File: src/rtl/refclk_req_gate.sv
module refclk_req_gate #(
  parameter int SYNC_STAGES = 2
) (
  input  logic       clk,
  input  logic       rst_n,
  input  logic       req_a_n,
  input  logic       req_b_n,
  input  logic [7:0] cfg_main,
  input  logic [7:0] cfg_reqb,
  input  logic [7:0] cfg_auxa,
  output logic [5:0] oe_src,
  output logic [1:0] oe_gfx
);

  logic [SYNC_STAGES-1:0] sync_a, sync_b;
  logic                   ra_s, rb_s;
  logic [5:0]             master, bind_a, bind_b, run;
  logic                   unused_bits;

  always_ff @(posedge clk or negedge rst_n) begin
    if (!rst_n) begin
      sync_a <= '0;
      sync_b <= '0;
    end else begin
      sync_a <= {sync_a[SYNC_STAGES-2:0], ~req_a_n};
      sync_b <= {sync_b[SYNC_STAGES-2:0], ~req_b_n};
    end
  end

  assign ra_s   = sync_a[SYNC_STAGES-1];
  assign rb_s   = sync_b[SYNC_STAGES-1];

  assign master = cfg_main[7:2];
  assign bind_a = {cfg_auxa[7:4], cfg_main[1:0]};
  assign bind_b = {cfg_reqb[7:3], cfg_reqb[0]};
  assign run    = master & (~bind_a | {6{ra_s}}) & (~bind_b | {6{rb_s}});

  assign unused_bits = ^{cfg_reqb[2:1], cfg_auxa[3], cfg_auxa[0]};

  always_ff @(negedge clk or negedge rst_n) begin
    if (!rst_n) begin
      oe_src <= '0;
      oe_gfx <= '0;
    end else begin
      oe_src <= run;
      oe_gfx <= cfg_auxa[2:1];
    end
  end


  line_a_gate_chk: assert property (@(negedge clk) disable iff (!rst_n)
    !ra_s |=> ((oe_src & $past(bind_a)) == 6'd0));


  line_b_gate_chk: assert property (@(negedge clk) disable iff (!rst_n)
    !rb_s |=> ((oe_src & $past(bind_b)) == 6'd0));


  master_off_chk: assert property (@(negedge clk) disable iff (!rst_n)
    (master != 6'h3f) |=> ((oe_src & ~$past(master)) == 6'd0));


  unbound_follow_chk: assert property (@(negedge clk) disable iff (!rst_n)
    ((bind_a | bind_b) != 6'h3f) |=>
      (((oe_src ^ $past(master)) & ~$past(bind_a | bind_b)) == 6'd0));


  gfx_plain_chk: assert property (@(negedge clk) disable iff (!rst_n)
    $changed(cfg_auxa[2:1]) |=> (oe_gfx == $past(cfg_auxa[2:1])));


  always @(oe_src or oe_gfx) begin
    if (rst_n) begin
      low_phase_chk: assert (!clk) else $error("enable moved while clock high");
    end
  end

endmodule

File: config.mk
export PLATFORM = sky130hd
export DESIGN_NAME = refclk_req_gate
export DESIGN_NICKNAME = d
export VERILOG_FILES = /design/src/rtl/refclk_req_gate.sv
export SDC_FILE = /design/constraint.sdc
export NUM_CORES = 1
export LEC_CHECK = 0
export BUFFER_PORTS_ARGS = -buffer_cell sky130_fd_sc_hd__buf_2
export CAP_MARGIN = 20
export CORE_UTILIZATION = 31
export DETAILED_ROUTE_END_ITERATION = 10
export PLACE_DENSITY = 0.7
export SYNTH_ARGS = -nofsm -noshare
export SYNTH_HDL_FRONTEND = slang
export SYNTH_SLANG_ARGS = --single-unit
File: constraint.sdc
create_clock -name clk -period 0.9 [get_ports clk]
set_clock_uncertainty 0.05 [all_clocks]
set_input_delay 0.135 -clock clk [delete_from_list [all_inputs] [get_ports clk]]
set_output_delay 0.135 -clock clk [all_outputs]
set_load 0.01 [all_outputs]
# Word-level counts from Yosys, hierarchy flattened
# Index checks and enable logic that the tools add are counted.
# Widths: inputs -> output; s select.
[classes]
add_sub_neg = 0
mux = 0
n_shift = 0
order_cmp = 0
bitwise = 8
n_mul = 0
eq_ne = 0
n_reduce_logical = 0
n_div = 0
[ops]
columns = ["operator", "n"]
rows = [
  ["$and 6x6->6", 2],
  ["$not 6->6", 2],
  ["$or 6x6->6", 2],
  ["$not 1->1", 2],
]
[totals]
latch_bits = 0
ramBits = 0
n_memories = 0
register_bits = 12
romBits = 0

# Longest topological paths before layout
[logic_depth]
depth_word = 4
ltp_mapped = 2
depth_no_buf = 2

==> flow_results.org <==
** Run status
- The flow ran to the end, but the final reports show violations.
- Violations in the final reports :: hold timing, setup timing

** Global routing
- The first global-routing pass estimated 1300 um of wire.
- Leftover overflow at the end of global routing :: 0
- The number of antenna violations at the first check in global routing came to 0.
- The via count of the first global-routing pass is 338.
- In the global route stage, overall resource usage came out at 0.141.
- Entering global routing, the biggest net connects 10 pins.

** Yosys
- Averaged over all synthesized cells, the footprint is 13.1 um^2.
- Cell taking the most area after synthesis :: dfrtn_1
- Portion of synthesized cell area occupied by the leading cell type :: 0.476
- Yosys mapped a number of flops with a built-in enable equal to 0.
- Largest cells by area after synthesis :: dfrtn_1 48%, dfrtp_1 24%, inv_1 13%
- In this run, distinct cell masters in the synthesized netlist total 5.
- Synth top cells by count :: 14 x inv_1, 8 x dfrtn_1, 4 x dfrtp_1, 4 x o221a_1, 2 x o221a_2
- Most frequent cell after synthesis :: inv_1
- Number of warnings printed during yosys synthesis :: 0
- Synth Net Count :: 60
- For this run, asynchronously set or reset flops after synthesis account for 1.00.
- For this run, the register share of the synthesized area comes to 0.714.
- Number of instances in the synthesized netlist :: 32
- Most used DFF post-synth :: dfrtn_1
- After synthesis the netlist holds a flip-flop and latch count of 12.
- Summing every instance area after synthesis gives 420 um^2.

** Power
- Largest voltage drop on the vdd net :: 1.33 mV
- In this run the power spent charging and discharging nets is 233 uW.
- The internal portion of the total power is 902 uW.
- Switch share :: 0.205
- Summed over all cells, the static leakage comes to 0.000398 uW.
- Portion of total power attributed to combinational logic :: 0.121
- Power density normalized to cell area :: 1700 nW/um^2
- After layout, the design draws a total of 1140 uW.
- Sequential cell fraction of total power :: 0.518
- Power share of the clock group :: 0.361

** Detailed routing
- Post-route ant nets :: 0
- Iteration-0 DRC count of the detailed router :: 1
- Routed Wire Length :: 794 um
- Number of detailed-route iterations in the first pass :: 2
- Dividing the detail-routed via count by the number of cells gives 4.36.
- Detailed routing inserted a total of 366 vias.
- Average detailed-routed wire length per instance :: 9.45 um
- For this run, design rule violations remaining after detail routing come to 0.

** Finish
- The area growth from synthesis to layout is 58.9%.
- Final std cells w/o fill :: 84
- Share of final-layout standard cells stronger than drive strength 1 :: 0.557
- The filler cells instantiated in the layout total 113.
- Number of diodes :: 0
- For this run, the post-layout net count is 99.

** STA
- Final Max Tran Viols :: 0
- Worst Hold Slack :: -0.0219 ns
- In the post-route analysis, the smallest setup slack over all paths is -0.516 ns.
- Worst slew margin relative to its limit :: 0.861
- Setup violations remaining at the end of the flow were counted as 14.
- Count of final hold-check violations :: 8
- Setup repair after global routing missed its margin :: true
- Slew of the pin with the lowest slew margin :: 0.208 ns

** Hold path
- Class of the tightest hold or removal check :: in -> async

** Floorplanning
- Die Y :: 38.8 um
- The die covers 1510 um^2.
- Starting density of the core :: 0.354
- During I/O placement, the number of pins put on the boundary was 36.
- In this run the horizontal extent of the chip is 38.8 um.
- After floorplanning, the core was divided into 12 placement rows.
- CORE AREA :: 1190 um^2

** Clock network
- Post-CTS setup repair buffer count :: 0
- In this run the deepest clock path goes through 2 buffers.
- The clock reaches the later pin of the worst-skew pair after 0.26 ns.
- Clock sink total :: 12
- Hold_buf cts :: 3
- TritonCTS built the clock tree.
- Clock transition at path regs :: 0.05 ns
- CTS placed an instance of clkbuf_4 at the clock tree root.
- CTS built an H-tree with a depth of 1.
- In this run, CTS created clock tree buffers numbering 3.

** Placed design
- Count of buffers inserted at the top-level ports :: 31
- In this run, placement finished with an instance count of 77.
- Post-detailed-placement half-perimeter wirelength :: 647 um
- Prior to clock tree synthesis, the placed netlist has a worst setup slack of -0.461 ns.
- Last weighted congestion value of the routability-driven placer :: 0.667

** Setup path
- Among cell families on the critical path, the largest total delay comes from flip-flops.
- Capturing point of the worst reg2reg path :: oe_src[3]$_DFF_NN0_
- Launch point of the critical path :: oe_src[4]$_DFF_NN0_
- STA classifies the critical path startpoint as a flip-flop.
- Reg-to-reg startpoint :: sync_a[1]$_DFF_PN0_
- Critical path peak fanout :: 1
- Data on the critical path arrives at its endpoint at 1.23 ns.
- Worst Path Buf+Inv :: 1
- By startpoint and endpoint, the worst setup path is classified as reg -> out.
- Sequence of cells on the critical path :: buf_2
- Reg2reg path depth :: 1
- The setup check on the worst reg-to-reg path leaves a slack of -0.45 ns.
- Kind of end point of the critical path :: primary output
- Cell with the largest stage delay on the worst path :: dfrtn_1
- Critical path data required time :: 0.71 ns
- In this design, the stage delay of the slowest critical-path cell is 0.39 ns.

** Flow run
- Number of violations of the max-capacitance limit :: 0
-- sequential cells by signal (all words and copies together), names as in the netlist --
signal,count
oe_src,6
oe_gfx,2
sync_a,2
sync_b,2
-- worst max path at each step --
stage	to	slack, ns	cells past startpoint
CTS	oe_src[1]	-0.53	1
finish	oe_src[4]	-0.52	1
global route	oe_gfx[1]	-0.56	1
detailed placement	oe_src[4]$_DFF_NN0_	-0.46	1
global placement	oe_src[3]$_DFF_NN0_	-0.45	1
floorplan	oe_src[3]$_DFF_NN0_	-0.42	1
-- metal layers --
metal | up-vias | wire, um | track usage
li1 | 177 | - | -
met1 | 171 | 314 | 0.141
met2 | 18 | 418 | 0.233
met3 | 0 | 62 | 0.0694
met4 | 0 | 0 | 0.0776
met5 | - | 0 | 0
-- power by group through the flow --
stage                     Clock (uW)  Sequential, uW  Combinational [uW]
after floorplan                    0             609                29.8
after CTS                        429             587                 137
after global routing             466             592                 155
final                            410             588                 137
after global placement             0             596                 124
after detailed placement           0             597                 127
-- layout by cell type (no fill, tap or decap) --
| cell type | count |
|---|---|
| dfrtp_1 | 2 |
| dfrtp_2 | 2 |
| o221a_1 | 4 |
| dfrtn_1 | 8 |
| o221a_2 | 2 |
| clkbuf_4 | 3 |
| dlygate4sd3_1 | 3 |
| buf_6 | 1 |
| buf_2 | 30 |
| clkbuf_8 | 1 |
| inv_1 | 14 |
-- through the flow --
step	cell area, um^2	setup TNS, ns	util
3_5_place_dp	593	-4.40	0.500
6_report	668	-6.65	0.563
4_1_cts	659	-6.85	0.556
3_3_place_gp	593	-4.31	0.500
5_1_grt	668	-7.19	0.563
2_1_floorplan	420	-3.60	-
-- timing repair --
item                                    CTS  global route
pin swaps                                 0             0
resized for setup                         0             3
endpoints found under the setup margin   14            14
endpoints found under the hold margin     6             8
-- area by class of cell --
cell class,count,area [um^2],area share
well taps,14,17.5,0.0262
inverters,14,52.6,0.0787
multi-input cells,6,67.6,0.101
flip-flops and latches,12,303,0.453
repair buffers,34,191,0.287
clock buffers,4,36.3,0.0543
-- logic make-up after synthesis --
group | after synthesis | share of synthesized area
compound gates | 6 | 0.161
buf+inv | 14 | 0.125
flops | 12 | 0.714
(Power assumes the default switching activity.)
